## src/rtl/rxw_pkg.sv

```systemverilog
package rxw_pkg;

  localparam int unsigned LEN_W = 12;
  localparam logic [31:0] DESC_STEP = 32'd8;

  typedef enum logic [2:0] {
    ST_IDLE, ST_FETCH, ST_FILL, ST_WDATA, ST_WSTAT, ST_WADDR, ST_DROP
  } rxw_state_e;

  function automatic logic [31:0] compose_status(
      input logic first, input logic last, input logic [LEN_W-1:0] len,
      input logic bcast, input logic [3:0] match, input logic type_hit);
    logic [31:0] s;
    s = '0;
    s[14] = first;
    if (last) begin
      s[15]      = 1'b1;
      s[LEN_W-1:0] = len;
      s[31]      = bcast;
      s[26]      = match[0];
      s[25]      = match[1];
      s[24]      = match[2];
      s[23]      = match[3];
      s[22]      = type_hit;
    end
    return s;
  endfunction

  function automatic logic [31:0] buf_word_addr(input logic [31:0] addr_word,
                                                input logic [31:0] offset);
    return {addr_word[31:2], 2'b00} + offset;
  endfunction

  function automatic logic [31:0] step_ptr(input logic [31:0] ptr,
                                           input logic [31:0] base,
                                           input logic wrap);
    return wrap ? base : ptr + DESC_STEP;
  endfunction

endpackage

```

## src/rtl/rxw_packer.sv

```systemverilog
module rxw_packer
  import rxw_pkg::*;
(
  input  logic             clk,
  input  logic             rst_n,
  input  logic             frame_clr,
  input  logic             word_clr,
  input  logic             take,
  input  logic [7:0]       byte_in,
  output logic [31:0]      word_q,
  output logic [2:0]       nbytes_q,
  output logic [LEN_W-1:0] len_q
);
  always_ff @(posedge clk) begin
    if (!rst_n || frame_clr) begin
      word_q   <= '0;
      nbytes_q <= '0;
      len_q    <= '0;
    end else if (word_clr) begin
      word_q   <= '0;
      nbytes_q <= '0;
    end else if (take) begin
      word_q[{nbytes_q[1:0], 3'b000} +: 8] <= byte_in;
      nbytes_q <= nbytes_q + 3'd1;
      len_q    <= len_q + 1'b1;
    end
  end
endmodule

```

## src/rtl/rxw_desc_ptr.sv

```systemverilog
module rxw_desc_ptr
  import rxw_pkg::*;
(
  input  logic        clk,
  input  logic        rst_n,
  input  logic        load,
  input  logic [31:0] base,
  input  logic        step,
  input  logic        wrap,
  output logic [31:0] ptr_q
);
  always_ff @(posedge clk) begin
    if (!rst_n)    ptr_q <= '0;
    else if (load) ptr_q <= base;
    else if (step) ptr_q <= step_ptr(ptr_q, base, wrap);
  end
endmodule

```

## src/rtl/rx_ring_writer.sv

```systemverilog
module rx_ring_writer
  import rxw_pkg::*;
#(
  parameter int unsigned BUF_BYTES = 128
) (
  input  logic        clk,
  input  logic        rst_n,
  input  logic        rx_en,
  input  logic [31:0] ring_base,
  input  logic        in_valid,
  input  logic [7:0]  in_data,
  input  logic        in_sof,
  input  logic        in_eof,
  output logic        in_ready,
  input  logic        flag_bcast,
  input  logic [3:0]  flag_match,
  input  logic        flag_type,
  output logic        mem_req,
  output logic        mem_we,
  output logic [31:0] mem_addr,
  output logic [31:0] mem_wdata,
  input  logic        mem_ready,
  input  logic [31:0] mem_rdata,
  output logic        rx_overrun
);
  localparam int unsigned OFF_W = $clog2(BUF_BYTES) + 1;
  localparam logic [OFF_W-1:0] OFF_END  = OFF_W'(BUF_BYTES);
  localparam logic [OFF_W-1:0] OFF_WORD = OFF_W'(4);

  rxw_state_e st_q, st_d;
  logic [31:0]      desc_q, ptr;
  logic [OFF_W-1:0] off_q;
  logic             first_q, eof_q, bc_q, ty_q, ovr_q;
  logic [3:0]       match_q;
  logic [31:0]      word;
  logic [2:0]       nbytes;
  logic [LEN_W-1:0] flen;

  // named internal events (used by the checker)
  logic ev_fetch, ev_fetch_owned, ev_fetch_free;
  logic ev_buf_wr, ev_stat_wr, ev_addr_wr;
  logic take, word_done, frame_clr, ptr_step, buf_full;

  assign ev_fetch       = rx_en && (st_q == ST_FETCH);
  assign ev_fetch_owned = ev_fetch && mem_ready && mem_rdata[0];
  assign ev_fetch_free  = ev_fetch && mem_ready && !mem_rdata[0];
  assign ev_buf_wr      = rx_en && (st_q == ST_WDATA);
  assign ev_stat_wr     = rx_en && (st_q == ST_WSTAT);
  assign ev_addr_wr     = rx_en && (st_q == ST_WADDR);
  assign take           = rx_en && (st_q == ST_FILL) && in_valid;
  assign word_done      = ev_buf_wr && mem_ready;
  assign ptr_step       = ev_addr_wr && mem_ready;
  assign frame_clr      = !rx_en || (st_q == ST_IDLE);
  assign buf_full       = (off_q + OFF_WORD) == OFF_END;
  assign rx_overrun     = ovr_q;

  rxw_packer u_packer (
    .clk(clk), .rst_n(rst_n), .frame_clr(frame_clr), .word_clr(word_done),
    .take(take), .byte_in(in_data), .word_q(word), .nbytes_q(nbytes), .len_q(flen)
  );

  rxw_desc_ptr u_ptr (
    .clk(clk), .rst_n(rst_n), .load(!rx_en), .base(ring_base),
    .step(ptr_step), .wrap(desc_q[1]), .ptr_q(ptr)
  );

  always_comb begin
    mem_req   = 1'b0;
    mem_we    = 1'b0;
    mem_addr  = ptr;
    mem_wdata = '0;
    in_ready  = 1'b0;
    st_d      = st_q;
    if (!rx_en) begin
      in_ready = 1'b1;
      st_d     = ST_IDLE;
    end else begin
      case (st_q)
        ST_IDLE: begin
          in_ready = !(in_valid && in_sof);
          if (in_valid && in_sof) st_d = ST_FETCH;
        end
        ST_FETCH: begin
          mem_req = 1'b1;
          if (mem_ready) st_d = mem_rdata[0] ? ST_DROP : ST_FILL;
        end
        ST_FILL: begin
          in_ready = 1'b1;
          if (take && (in_eof || nbytes == 3'd3)) st_d = ST_WDATA;
        end
        ST_WDATA: begin
          mem_req   = 1'b1;
          mem_we    = 1'b1;
          mem_addr  = buf_word_addr(desc_q, 32'(off_q));
          mem_wdata = word;
          if (mem_ready) st_d = (eof_q || buf_full) ? ST_WSTAT : ST_FILL;
        end
        ST_WSTAT: begin
          mem_req   = 1'b1;
          mem_we    = 1'b1;
          mem_addr  = ptr + 32'd4;
          mem_wdata = compose_status(first_q, eof_q, flen, bc_q, match_q, ty_q);
          if (mem_ready) st_d = ST_WADDR;
        end
        ST_WADDR: begin
          mem_req   = 1'b1;
          mem_we    = 1'b1;
          mem_wdata = desc_q | 32'h1;
          if (mem_ready) st_d = eof_q ? ST_IDLE : ST_FETCH;
        end
        ST_DROP: begin
          in_ready = 1'b1;
          if (in_valid && in_eof) st_d = ST_IDLE;
        end
        default: st_d = ST_IDLE;
      endcase
    end
  end

  always_ff @(posedge clk) begin
    if (!rst_n) begin
      st_q    <= ST_IDLE;
      desc_q  <= '0;
      off_q   <= '0;
      first_q <= 1'b0;
      eof_q   <= 1'b0;
      bc_q    <= 1'b0;
      ty_q    <= 1'b0;
      match_q <= '0;
      ovr_q   <= 1'b0;
    end else begin
      st_q  <= st_d;
      ovr_q <= ev_fetch_owned;
      if (rx_en && st_q == ST_IDLE && in_valid && in_sof) begin
        first_q <= 1'b1;
        eof_q   <= 1'b0;
      end
      if (ev_fetch_free) begin
        desc_q <= mem_rdata;
        off_q  <= '0;
      end
      if (word_done) off_q <= off_q + OFF_WORD;
      if (take && in_eof) begin
        eof_q   <= 1'b1;
        bc_q    <= flag_bcast;
        match_q <= flag_match;
        ty_q    <= flag_type;
      end
      if (ptr_step) first_q <= 1'b0;
    end
  end
endmodule

```

## config.mk

```make
export PLATFORM = sky130hd
export DESIGN_NAME = rx_ring_writer
export DESIGN_NICKNAME = d
export VERILOG_FILES = /design/src/rtl/rxw_pkg.sv /design/src/rtl/rxw_packer.sv /design/src/rtl/rxw_desc_ptr.sv /design/src/rtl/rx_ring_writer.sv
export SDC_FILE = /design/constraint.sdc
export NUM_CORES = 1
export LEC_CHECK = 0
export ABC_AREA = 1
export CAP_MARGIN = 10
export CORE_ASPECT_RATIO = 1.25
export CORE_MARGIN = 1.5
export CORE_UTILIZATION = 53
export CTS_BUF_LIST = sky130_fd_sc_hd__clkbuf_4
export DETAILED_ROUTE_END_ITERATION = 6
export HOLD_SLACK_MARGIN = 0.08
export PLACE_DENSITY = 0.8
export SKIP_LAST_GASP = 1
export SLEW_MARGIN = 5
export SYNTH_ARGS = -nofsm -noshare
export SYNTH_HDL_FRONTEND = slang
export SYNTH_SLANG_ARGS = --single-unit
```

## constraint.sdc

```tcl
create_clock -name clk -period 6.7 [get_ports clk]
set_input_delay 1.34 -clock clk [delete_from_list [all_inputs] [get_ports clk]]
set_output_delay 1.34 -clock clk [all_outputs]
set_load 0.02 [all_outputs]
```

## Yosys cells after proc, flatten, opt, wreduce, memory -nomap -nowiden

Index checks and enable logic that the tools add are counted.

- $add $sub $neg: 7
- Multiply operators: 0
- Div/mod/pow operators: 0
- Order comparisons: 0
- Eq/ne operators: 16
- Shift-type cells: 2
- Mux-type cells: 33
- Bitwise gates (word level): 2
- Reductions and logical operators: 36

Operators by type and width:

| kind | number |
|---|---|
| 32-bit 2-to-1 mux | 5 |
| 32-bit case mux with 3 select lines | 1 |
| 32-bit case mux with 2 select lines | 1 |
| 32-bit by 3-bit adder with 32-bit output, second input constant | 1 |
| 32-bit by 4-bit adder with 32-bit output, second input constant | 1 |
| 32-bit by 8-bit adder with 32-bit output | 1 |
| 32-bit bitwise mux | 1 |
| 8-bit by 7-bit variable shift with 32-bit output, first input constant | 1 |
| 8-bit by 7-bit indexed part select with 32-bit output | 1 |
| 3-bit 2-to-1 mux | 9 |
| 3-bit case mux with 7 select lines | 1 |
| 1-bit logical AND | 17 |
| 8-bit 2-to-1 mux | 2 |
| 12-bit by 1-bit adder with 12-bit output, second input constant | 1 |
| 12-bit 2-to-1 mux | 1 |
| 1-bit 2-to-1 mux | 10 |
| 2-bit != test, second input constant | 5 |
| 3-bit by 2-bit == test with 1-bit output, second input constant | 3 |
| 3-bit == test, second input constant | 3 |
| 8-bit by 3-bit adder with 8-bit output, second input constant | 1 |
| 8-bit == test, second input constant | 1 |
| 5-bit negation with 7-bit output | 1 |
| 7-bit AND reduction | 1 |
| 2-bit by 1-bit != test with 1-bit output, second input constant | 3 |
| other kinds (13) | 24 |

- Flip-flop bits (word level): 131
- Bits in latches: 0
- Bits in writable memories: 0
- ROM bits: 0
- Bits of input ports: 85
- Memories: 0

## Longest topological paths before layout

- Depth in word-level cells: 6
- Depth in mapped cells: 14
- Mapped depth without buffers: 14

## By module

From an unflattened synthesis, not the netlist that was laid out.

- Cell total of the unflattened synthesis: 1626
- Area total of the unflattened synthesis: 9576.7 um^2

Modules (own cells, without submodules):

| module | instances | cells each | area an instance (um^2) |
|---|---|---|---|
| rx_ring_writer | 1 | 978 | 5253.8 |
| rxw_desc_ptr | 1 | 366 | 2242.2 |
| rxw_packer | 1 | 282 | 2080.7 |

## Worst setup path after synthesis

OpenSTA, ideal clock, no wires.

- Path kind: input -> output
- Start point: input port rx_en
- End point: output port mem_addr[9]
- Data arrival time: 2.560 ns
- Slack: 2.800 ns
- Stages: 6
- Path buffers: 2
- Cells stage by stage: buf_4 > clkbuf_1 > nand2_2 > inv_1 > o211ai_1 > o211ai_1

- Word-level cells in the longest chain between the ends: 1

Ends and longest elaborated chain:

| item | line | text |
|---|---|---|
| start: declaration | rx_ring_writer.sv:8 | `input logic rx_en,` |
| 32-bit 2-to-1 mux | rx_ring_writer.sv:74 | `if (!rx_en) begin` |
| end: declaration | rx_ring_writer.sv:20 | `output logic [31:0] mem_addr,` |

Every way passes these cells.

## Worst setup path in the final report

- Start point: register st_q[0]
- End point: output port mem_we

- Word-level cells in the longest chain between the ends: 4
- Elaborated cells between the ends (all ways): 6
- Those cells by class: 3 x eq/ne; 2 x mux; 1 x reduce/logical

Ends and longest elaborated chain:

| item | line | text |
|---|---|---|
| start: declaration | rx_ring_writer.sv:30 | `rxw_state_e st_q, st_d;` |
| start signal: assignment | rx_ring_writer.sv:132 | `st_q <= st_d;` |
| 3-bit by 2-bit == test with 1-bit output or 3-bit == test (tied branches) | rx_ring_writer.sv:78 | `case (st_q)` |
| 3-bit OR reduction (no line) * | - |  |
| 1-bit 2-to-1 mux * | rx_ring_writer.sv:78 |  |
| 1-bit 2-to-1 mux * | rx_ring_writer.sv:74 |  |
| end: declaration | rx_ring_writer.sv:19 | `output logic mem_we,` |

Mark *: on every way between the ends. The rest lies on a longest branch, timed or not.

==> run_results.csv <==
group,metric,value,unit
logic_synthesis,synth-compound-area-share,17.7,%
cts,cts_buffer_depth,2,
critical_path,path_max_fanout,50,
finish,fin_nets,1710,
global_routing,grt_max_degree,57,
cts,clock_latency,580,ps
route,drc,0,
cts,hold_buffers,0,
logic_synthesis,synth.area.mux_share,0,%
status,status,"finished clean",
place,pre_cts_ws,1790,ps
route,detail-route-antenna-nets,0,
die,start_util,54.1,%
place,portBuffers,152,
place,gp_congestion,0.979,
die,die_y,150,um
power,power_density,149,nW/um^2
critical_path,r2r_end,"u_ptr.ptr_q[23]",
timing,whs,474,ps
hold_path,hp-class,"reg -> reg",
logic_synthesis,synth_nets,1594,
finish,regArea,2560,sq um
route,via_count,10458,
global_routing,antenna_found_initial,1,
die,core_area,16800,sq um
critical_path,setup.worst_path.end_class,"output port",
power,design_power_total,1.63,mW
critical_path,rr_startpoint,"st_q[2]",
timing,finalClockSkew,28.2,ps
cts,cts_buffers,17,
logic_synthesis,synth_area,9110,sq um
logic_synthesis,yosysWarnings,0,
hold_path,holdPathEnd,"u_packer.word_q[28]",
die,die_w,120,um
hold_path,hold_path_startpoint,"u_packer.word_q[28]",
power,ir_drop,112,uV
finish,nFillCells,1674,
logic_synthesis,synth_adder_area_share,2.56,%
timing,fmax,190,MHz
timing,setup_tns,0,ps
finish,drive_above_1_share,6.98,%
cts,cts-root-buf,"clkbuf_4",
power,leakage,4.40,nW
cts,cts-htree-levels,4,
timing,slew_viol_final,0,
logic_synthesis,yosys.area_share.simple,40.1,%
place,hpwlAfterDp,24700,um
global_routing,grt_util_all_layers,35.7,%
route,viasPerCell,5.68,
global_routing,overflow,0,
cts,ctsResizeCount,0,
logic_synthesis,yosysSeqAreaShare,28.1,%
cts,clk_pin_slew,130,ps
finish,multiInputGateArea,5570,sq um
logic_synthesis,synth-xor-area-share,0.866,%
critical_path,reg2reg_setup_slack,3960,ps
timing,final-hold-violation-count,0,
global_routing,grt_pass1_vias,9526,
logic_synthesis,synth_cells,1491,
cts,cts.sinks,128,
route,wire_per_inst,17.7,um
timing,setup_viol,0,
timing,tightest_slew,1110,ps
logic_synthesis,ys_types,50,
cts,cts_tree,"done",
critical_path,critPathArrivalTime,3930,ps
hold_path,hold_depth,2,
logic_synthesis,syn_avg_cell_area,6.11,sq um
critical_path,path_class,"reg -> out",
die,ioPinCount,153,
critical_path,reg2reg_depth,8,
finish,syn_to_final_growth,19.9,%
cts,cts_setup_buffers,0,
timing,relSlewSlack,25.3,%
route,drt_iter0_markers,966,
timing,rsz0062_at_grt,"no",
logic_synthesis,ys_ff_latch,128,
job,drv_cap,0,
critical_path,cp-start-kind,"flip-flop",
finish,final_core_util,64.8,%
timing,fin_crit_sh,78.6,%
critical_path,crit_required,5360,ps
route,drt-pass1-iter-count,6,
die,fp-row-count,53,
timing,worst_slack,1430,ps
die,die-area,18000,sq um
global_routing,grt_pass1_wl,50000,um
route,routed_wirelength,32600,um
logic_synthesis,synth_top_family_by_area,"simple AND/OR/NAND/NOR gates",
timing,period_minus_slack,5270,ps
## power by group
part           total (mW)  switching, mW  leakage [nW]  internal [mW]
combinational       0.215          0.118          3.21         0.0972
sequential          0.804         0.0284          1.04          0.776
clock               0.606          0.343         0.159          0.264
## worst max-delay path, cell delays in order, from the launching register on
cell             delay, ps
dfxtp_1                660
nand2_2                140
nor2_4                 100
buf_4                  470
inv_2                   90
nor2_2                 420
inv_2                  170
nand2_4                180
inv_2                  220
o21ai_0                220
clkdlybuf4s50_1        680
## kinds of logic (layout without fill, tap and decap cells)
group,Yosys count,in the layout
compound gates,295,295
simple gates,809,809
other cells,0,2
fa+ha+maj,18,18
xor+xnor,9,9
flops,128,128
buf+inv,232,360
## cells in the mapped netlist, drive strengths merged
cell type    n  share of area, %
buf         36               2.5
o221ai       6              0.58
ha          17               2.3
inv        171               7.1
a32oi        3              0.29
nor2       156               7.8
a31oi        7              0.48
a221oi       4              0.38
o21a         2              0.16
xnor2        4              0.38
a21oi      127               7.0
nor3b        1             0.082
nand3b       2              0.16
xor2         5              0.48
nand2      444                19
and2         1             0.069
nand3      132               7.6
clkinv       2             0.082
a211oi       4              0.33
dfxtp      128                28
or2          6              0.41
nand4       36               2.9
nor4         1             0.069
fa           1              0.22
o211ai      20               1.6
clkbuf      23              0.96
nor3        29               1.9
a221o        1              0.11
o21ai      120               6.6
and3         1             0.069
a32o         1              0.11
## flip-flops by register name (all words and copies together), names as in the netlist
| name | cells |
|---|---|
| ty_q | 1 |
| u_packer.word_q | 32 |
| off_q | 6 |
| eof_q | 1 |
| desc_q | 31 |
| u_ptr.ptr_q | 32 |
| st_q | 3 |
| u_packer.nbytes_q | 3 |
| match_q | 4 |
| bc_q | 1 |
| rx_overrun | 1 |
| first_q | 1 |
| u_packer.len_q | 12 |
## how the worst max path moves through the flow
stage	start	endpoint	slack [ps]	cells after the start
2_1_floorplan	rx_en	mem_addr[9]	2800	6
3_3_place_gp	rx_en	mem_addr[15]	1800	10
3_5_place_dp	rx_en	mem_addr[15]	1790	10
4_1_cts	st_q[0]	mem_we	1470	10
5_1_grt	st_q[0]	mem_addr[11]	1210	11
6_report	st_q[0]	mem_we	1430	10
## per-stage QoR
stage               cells  cell area (sq um)
global placement     1808              10600
detailed placement   1808              10600
CTS                  1839              10900
finish               1841              10900
global route         1841              10900
floorplan            1491               9110
## layer usage
metal | share of wire (%) | global-route usage [%] | vias to the layer above
li1 | - | - | 5144
met1 | 40 | 42.9 | 4731
met2 | 48 | 61.6 | 484
met3 | 6.5 | 4.95 | 99
met4 | 4.7 | 19.1 | 0
met5 | 0 | 0 | -
## cell type report
class                      instances  share of cell area (%)
antenna                            2                  0.0458
clock buffer                      17                    1.17
clock inverter                    14                    1.66
inverter                         173                    5.97
multi-input combinational       1131                    51.0
sequential                       128                    23.5
tap                              220                    2.52
timing repair buffer             156                    14.1
## placed cells by master (no fill, tap or decap), types with 12 or more instances in the layout
cell type,instances
clkdlybuf4s50_1,150
dfxtp_1,128
inv_1,152
nand2_1,428
nand3_1,129
o21ai_0,106
o21ai_1,14
nand2_2,12
inv_2,18
clkbuf_4,17
nor2_2,14
ha_1,17
nand4_1,32
nor3_1,24
o211ai_1,20
nor2_1,131
a21oi_1,127
(Power assumes the default switching activity.)
